--- src/rtl/wrf_pkg.sv ---
package wrf_pkg;
  typedef enum logic [1:0] {
    WSRC_DIRECT = 2'b00,
    WSRC_IMM    = 2'b01,
    WSRC_PTR    = 2'b10,
    WSRC_NONE   = 2'b11
  } wsrc_e;
endpackage

--- src/rtl/wrf_sel_map.sv ---
// Turns the immediate field, the pointer and the write source into full register numbers.
module wrf_sel_map
  import wrf_pkg::*;
#(
  parameter int NREG  = 32,
  parameter int AW    = $clog2(NREG),
  parameter int IMM_W = AW - 1
) (
  input  logic             wr_en,
  input  logic [1:0]       wr_src,
  input  logic [AW-1:0]    wr_sel,
  input  logic [IMM_W-1:0] imm_sel,
  input  logic [AW-1:0]    ptr_idx,
  output logic [AW-1:0]    imm_addr,
  output logic [AW-1:0]    wr_addr,
  output logic             wr_go
);
  localparam logic [AW-1:0] IMM_BASE = AW'(NREG / 2);

  always_comb begin
    imm_addr = IMM_BASE | AW'(imm_sel);
    wr_go    = wr_en && (wsrc_e'(wr_src) != WSRC_NONE);
    unique case (wsrc_e'(wr_src))
      WSRC_IMM:    wr_addr = IMM_BASE | AW'(wr_sel[IMM_W-1:0]);
      WSRC_PTR:    wr_addr = ptr_idx;
      default:     wr_addr = wr_sel;
    endcase
  end
endmodule

--- src/rtl/wrf_bank.sv ---
// Storage array with a single synchronous write port and synchronous clear.
module wrf_bank #(
  parameter int DW   = 8,
  parameter int NREG = 32,
  parameter int AW   = $clog2(NREG)
) (
  input  logic          clk,
  input  logic          rst,
  input  logic          wr_go,
  input  logic [AW-1:0] wr_addr,
  input  logic [DW-1:0] wr_data,
  output logic [DW-1:0] regs [NREG]
);
  always_ff @(posedge clk) begin
    if (rst) begin
      for (int i = 0; i < NREG; i++) regs[i] <= '0;
    end else if (wr_go) begin
      regs[wr_addr] <= wr_data;
    end
  end

  // a performed write is visible in the addressed word one edge later
  assert_write_lands_R8: assert property (@(posedge clk) disable iff (rst)
    wr_go |=> regs[$past(wr_addr)] == $past(wr_data));

  // reset leaves the lowest and highest words cleared
  assert_reset_clears_R1: assert property (@(posedge clk)
    rst |=> (regs[0] == '0 && regs[NREG-1] == '0));
endmodule

--- src/rtl/wrf_read_port.sv ---
// One combinational read port into the storage array.
module wrf_read_port #(
  parameter int DW   = 8,
  parameter int NREG = 32,
  parameter int AW   = $clog2(NREG)
) (
  input  logic [DW-1:0] regs [NREG],
  input  logic [AW-1:0] addr,
  output logic [DW-1:0] data
);
  always_comb data = regs[addr];
endmodule

--- src/rtl/wreg_file.sv ---
module wreg_file
  import wrf_pkg::*;
#(
  parameter int DW   = 8,
  parameter int NREG = 32
) (
  input  logic              clk,
  input  logic              rst,
  input  logic [4:0]        rd_a_sel,
  output logic [DW-1:0]     rd_a_data,
  input  logic [4:0]        rd_b_sel,
  output logic [DW-1:0]     rd_b_data,
  input  logic [3:0]        imm_sel,
  output logic [DW-1:0]     imm_rd_data,
  output logic [DW-1:0]     ind_rd_data,
  input  logic              wr_en,
  input  logic [1:0]        wr_src,
  input  logic [4:0]        wr_sel,
  input  logic [DW-1:0]     wr_data,
  output logic [2*DW-1:0]   ptr_out
);
  localparam int AW     = $clog2(NREG);
  localparam int IMM_W  = AW - 1;
  localparam int PTR_LO = NREG - 2;
  localparam int PTR_HI = NREG - 1;
  localparam int NPORT  = 4;

  logic [DW-1:0] regs [NREG];
  logic [AW-1:0] imm_addr, wr_addr;
  logic          wr_go;
  logic [AW-1:0] rp_addr [NPORT];
  logic [DW-1:0] rp_data [NPORT];

  wrf_sel_map #(.NREG(NREG), .AW(AW), .IMM_W(IMM_W)) i_map (
    .wr_en   (wr_en),
    .wr_src  (wr_src),
    .wr_sel  (wr_sel),
    .imm_sel (imm_sel),
    .ptr_idx (regs[PTR_LO][AW-1:0]),
    .imm_addr(imm_addr),
    .wr_addr (wr_addr),
    .wr_go   (wr_go)
  );

  wrf_bank #(.DW(DW), .NREG(NREG), .AW(AW)) i_bank (
    .clk    (clk),
    .rst    (rst),
    .wr_go  (wr_go),
    .wr_addr(wr_addr),
    .wr_data(wr_data),
    .regs   (regs)
  );

  always_comb begin
    rp_addr[0] = rd_a_sel;
    rp_addr[1] = rd_b_sel;
    rp_addr[2] = imm_addr;
    rp_addr[3] = regs[PTR_LO][AW-1:0];
  end

  for (genvar p = 0; p < NPORT; p++) begin : g_rport
    wrf_read_port #(.DW(DW), .NREG(NREG), .AW(AW)) i_rp (
      .regs(regs),
      .addr(rp_addr[p]),
      .data(rp_data[p])
    );
  end

  assign rd_a_data   = rp_data[0];
  assign rd_b_data   = rp_data[1];
  assign imm_rd_data = rp_data[2];
  assign ind_rd_data = rp_data[3];
  assign ptr_out     = {regs[PTR_HI], regs[PTR_LO]};

  // immediate-form writes only ever target the upper half
  assert_imm_upper_R3: assert property (@(posedge clk) disable iff (rst)
    (wr_go && wsrc_e'(wr_src) == WSRC_IMM) |-> wr_addr >= AW'(NREG / 2));

  // a write to the low pointer byte shows on ptr_out after the edge
  assert_ptr_follows_R5: assert property (@(posedge clk) disable iff (rst)
    (wr_go && wr_addr == AW'(PTR_LO)) |=> ptr_out[DW-1:0] == $past(wr_data));

  // without a write, an unchanged selector keeps an unchanged operand
  assert_no_bypass_R9: assert property (@(posedge clk) disable iff (rst)
    !wr_go |=> (!$stable(rd_a_sel) || $stable(rd_a_data)));

  // indirect data only moves when the pointer index or the file is written
  assert_ind_steady_R6: assert property (@(posedge clk) disable iff (rst)
    !wr_go |=> (!$stable(ptr_out[AW-1:0]) || $stable(ind_rd_data)));
endmodule

--- config.mk ---
export PLATFORM = sky130hd
export DESIGN_NAME = wreg_file
export DESIGN_NICKNAME = d
export VERILOG_FILES = /design/src/rtl/wrf_pkg.sv /design/src/rtl/wrf_sel_map.sv /design/src/rtl/wrf_bank.sv /design/src/rtl/wrf_read_port.sv /design/src/rtl/wreg_file.sv
export SDC_FILE = /design/constraint.sdc
export NUM_CORES = 1
export LEC_CHECK = 0
export ABC_CLOCK_PERIOD_IN_PS = 3600
export BUFFER_PORTS_ARGS = -buffer_cell sky130_fd_sc_hd__buf_2
export CORE_UTILIZATION = 45
export CTS_BUF_LIST = sky130_fd_sc_hd__clkbuf_4 sky130_fd_sc_hd__clkbuf_8
export DETAILED_ROUTE_END_ITERATION = 6
export PLACE_DENSITY = 0.72
export SYNTH_ARGS = -nofsm -noshare
export SYNTH_HDL_FRONTEND = slang
export SYNTH_SLANG_ARGS = --single-unit
export TNS_END_PERCENT = 1
--- constraint.sdc ---
create_clock -name clk -period 3.6 [get_ports clk]
set_clock_uncertainty 0.2 [all_clocks]
set_input_delay 0.72 -clock clk [delete_from_list [all_inputs] [get_ports clk]]
set_output_delay 0.72 -clock clk [all_outputs]
set_load 0.1 [all_outputs]
After elaboration in Yosys (flattened, before gate mapping)
Cells that the tools add are included.
Widths: inputs -> output; s select.
- logic and storage cells: 64
- register bits after elaboration: 256
- input port bits: 32
- output and inout bits: 48
- bitwise logic cells: 5
- muxes and demuxes: 16
- reductions and logical operators: 2
- magnitude comparators: 6
- equal/unequal tests: 3
- operators with widths (cell ; count):
    $bwmux 256 ; 1
    $bmux 8 s5 ; 4
    $mux 8 ; 9
    $demux 8 s5 ; 1
    $ge 6x6->1 const B ; 5
    $not 5->6 ; 5
    $pmux 5 s2 ; 1
    $lt 6x1->1 const B ; 1
    $eq 2x1->1 const B ; 1
    $eq 2x2->1 const B ; 1
    $logic_and 1x1->1 ; 2
    $ne 2x2->1 const B ; 1

Logic depth before layout (Yosys ltp)
- word-level depth: 8
- gate-level depth with buffers: 11
- mapped depth without buffers: 7

Cells and area by module
A second synthesis with hierarchy kept.
- cells, all modules: 1334
- area, all modules: 18101.1 µm²
- by module, submodules not included (module ; seq. area each (µm²) ; times used ; cells an instance ; area each (µm²)):
    wrf_bank ; 5124.9 ; 1 ; 884 ; 9949.5
    wrf_read_port ; 0.0 ; 4 ; 107 ; 1994.4
    wrf_sel_map ; 0.0 ; 1 ; 22 ; 173.9

Worst setup path after synthesis
OpenSTA, ideal clock, no wires.
- path type: register -> output
- from: reg i_bank.regs[9] (netlist bit)
- to: out ind_rd_data[7]
- path slack: -1.248 ns
- path buffers: 5
- stages on the path, launching flop included: 9
- arrival time: 3.928 ns
- data required time: 2.680 ns
- cells stage by stage: dfxtp_1 > buf_2 > buf_2 > buf_4 > buf_2 > buf_2 > mux4_2 > mux2i_1 > a211oi_1
- cells in the longest elaborated chain, start to end: 4
- RTL lines (what ; line ; RTL):
    start: declaration ; wrf_bank.sv:12 ; output logic [DW-1:0] regs [NREG]
    start signal: indexed assignment ; wrf_bank.sv:18 ; regs[wr_addr] <= wr_data;
    $not 5->6 (not written as such) ; wrf_read_port.sv:11 ; always_comb data = regs[addr];
    $bmux 8 s5 ; wrf_read_port.sv:11 ;
    $mux 8 (not written as such) (2 in series) ; wrf_read_port.sv:11 ;
    end: declaration ; wreg_file.sv:15 ; output logic [DW-1:0] ind_rd_data,
No other way between the ends. The select of a mux whose other input is x is not followed.

Worst setup path in the final report
- from: reg i_bank.regs[8] (netlist bit)
- to: out ind_rd_data[3]
The elaborated chain is that of the path after synthesis.

==> results.sh <==
export IMPL_status="finished with violations"
export IMPL_violations="negative setup slack"
export IMPL_drt_initial_drc_count=1489
export IMPL_track_usage_pct=29.5
export IMPL_synthFlopType="dfxtp_1"
export IMPL_cpMaxStageDelayCell="mux4_2"
export IMPL_start_util_pct=45.8
export IMPL_via_count=12900
export IMPL_clock_sinks=256
export IMPL_crit_chain="buf_12, mux4_2, mux4_2, mux2_4, buf_12"
export IMPL_finalHoldViolCount=0
export IMPL_nets=1442
export IMPL_clock_path_buffers=3
export IMPL_syn_inst=1336
export IMPL_root_buffer="clkbuf_8"
export IMPL_cts_clk_slew_worst_paths_ns=0.06
export IMPL_synth_nets=1371
export IMPL_worstSetupPathType="register to primary output"
export IMPL_fin_ws_ns=-0.0996
export IMPL_largestRegisters="i_bank.regs: 256 flops"
export IMPL_critPathCaptureType="primary output"
export IMPL_vdd_ir_drop_max_mv=0.223
export IMPL_fmax_ghz=0.270
export IMPL_final_cell_area_um2=19700
export IMPL_placed_cell_area_um2=18400
export IMPL_p_leak_nw=7.67
export IMPL_antenna_found_initial=3
export IMPL_ioPinCount=80
export IMPL_slew_headroom_pct=41.9
export IMPL_die_area_um2=38100
export IMPL_die_width_um=195
export IMPL_dpl_hpwl_um=36700
export IMPL_drv_slew=0
export IMPL_powerDensity_nw_per_um2=333
export IMPL_place_congestion=0.899
export IMPL_worstRegToRegCells=8
export IMPL_start_kind="register"
export IMPL_worstPathMaxFanout=18
export IMPL_wl_um=55600
export IMPL_syn_area_um2=16800
export IMPL_h_tree_depth=2
export IMPL_synth_seq_area_share_pct=30.5
export IMPL_drc=0
export IMPL_synth_area_per_cell_um2=12.6
export IMPL_syn_to_final_growth_pct=17.5
export IMPL_grt_max_degree=102
export IMPL_min_path_type="register to register"
export IMPL_fin_crit_ns=3.70
export IMPL_ctsHoldBuffers=0
export IMPL_cpPeakStageDelay_ns=0.54
export IMPL_ant_nets=0
export IMPL_grt_pass1_wl_um=83000
export IMPL_setup_violations=7
export IMPL_period_share_pct=103
export IMPL_tightest_slew_ns=0.872
export IMPL_top_register="i_bank.regs"
export IMPL_crit_required_ns=2.68
export IMPL_routedWlPerCell_um=29.1
export IMPL_rsz0062_at_grt="true"
export IMPL_port_buffers=79
export IMPL_dr_pass1_iters=5
export IMPL_largest_reg_flops=256
export IMPL_synth_top_cell_area_share_pct=36.0
export IMPL_post_route_util_pct=53.8
export IMPL_cts_tree="done"
export IMPL_cts_made_buffers=42
export IMPL_synth_edff_count=0
export IMPL_grt_overflow_total=0
export IMPL_yosysMostFrequentCell="mux4_2"
export IMPL_pre_cts_ws_ns=-0.154
export IMPL_insertion_delay_ns=0.58
export IMPL_layout_drive_gt1_share_pct=42.0
export IMPL_max_cap_violations=0
export IMPL_yosys_top_cells_area="mux4_2, dfxtp_1, mux2i_1"
export IMPL_yosys_register_bits=256
export IMPL_hold_depth=2
export IMPL_r2r_slack_ns=0.71
export IMPL_core_area_um2=36600
export IMPL_num_rows=70
export IMPL_yosysWarnings=0
export IMPL_synth_largest_area_cell="mux4_2"
export IMPL_vias_per_cell=6.75
export IMPL_grt_pass1_vias=12600
export IMPL_async_reset_ff_share_pct=0
export IMPL_die_height_um=195
export IMPL_worstPathArrival_ns=2.78
export IMPL_synth_common_cells="mux4_2, mux2i_1, nor2_1"
export IMPL_ys_types=54
-- cells by family (layout without fill, tap and decap cells) --
group                      after synthesis  in the layout  share of synthesized area (%)
and+or+nand+nor                        321            321                           9.54
buffers and inverters                  163            263                           4.47
other                                    0              2                              0
adders and majority gates                3              3                          0.224
AOI/OAI and AO/OA                       33             33                           1.64
DFF                                    256            256                           30.5
muxes                                  560            560                           53.6
-- timing repair --
action                     4_1_cts  5_1_grt
resized for setup               69       14
setup buffers                    8        0
setup endpoints to repair       25       20
-- through the flow --
| step | total power, mW | setup TNS (ns) | cells | hold slack (ns) |
|---|---|---|---|---|
| after global placement | 3.71 | -0.930 | 1823 | 0.314 |
| after detailed placement | 3.73 | -1.07 | 1823 | 0.329 |
| final | 6.57 | -0.317 | 1906 | 0.345 |
| after CTS | 6.58 | -0.429 | 1904 | 0.343 |
| after global routing | 6.75 | -0.720 | 1904 | 0.366 |
| after floorplan | 3.46 | -0.941 | 1336 | 0.289 |
-- final timing paths --
check	start	end
worst min register to register	i_bank.regs[184]	i_bank.regs[184]
worst min-delay path	i_bank.regs[184]	i_bank.regs[184]
worst max register to register	i_bank.regs[11]	i_bank.regs[54]
worst max-delay path	i_bank.regs[8]	ind_rd_data[3]
-- layout make-up --
type | count | area (um2)
antenna | 2 | 5.00
clock buffer | 64 | 818
clock inverter | 9 | 123
fill | 2987 | 16900
inverter | 3 | 11.3
multi-input combinational | 917 | 11000
sequential | 256 | 5130
tap | 468 | 586
timing repair buffer | 187 | 2050
-- where the power goes --
part / internal [mW] / switching [mW]
combinational: 0.327 / 0.477
clock: 1.66 / 1.23
sequential: 2.86 / 0.0278
total: 4.84 / 1.73
-- critical path: cells and delay by family, from the launching register on --
kind | cells | cell delay (ns)
mux | 3 | 1.32
buf+inv | 2 | 0.40
flops | 1 | 0.47
-- layout by cell type, fill, tap and decap left out, types with 4 or more instances in the layout --
cell and instances:
mux2_4 6, buf_6 21, nor2_1 258, nand4_2 4
a21oi_1 8, buf_2 52, nor4_4 8, clkinv_2 5
mux2i_1 266, nor4b_2 5, clkbuf_4 10, nand2_1 4
dfxtp_1 253, buf_4 57, buf_12 53, buf_8 4
clkbuf_8 54, mux2_2 19, nand3_2 9, mux4_2 268
-- per-layer routing --
metal	track usage, %	vias to the layer above	routed length, um
met4	15.9	0	3420
met3	8.20	202	6250
met5	0	-	0
met2	45.3	859	25100
li1	-	5285	-
met1	37.9	6511	20700
No activity file was read; power rests on OpenSTA's default activity.
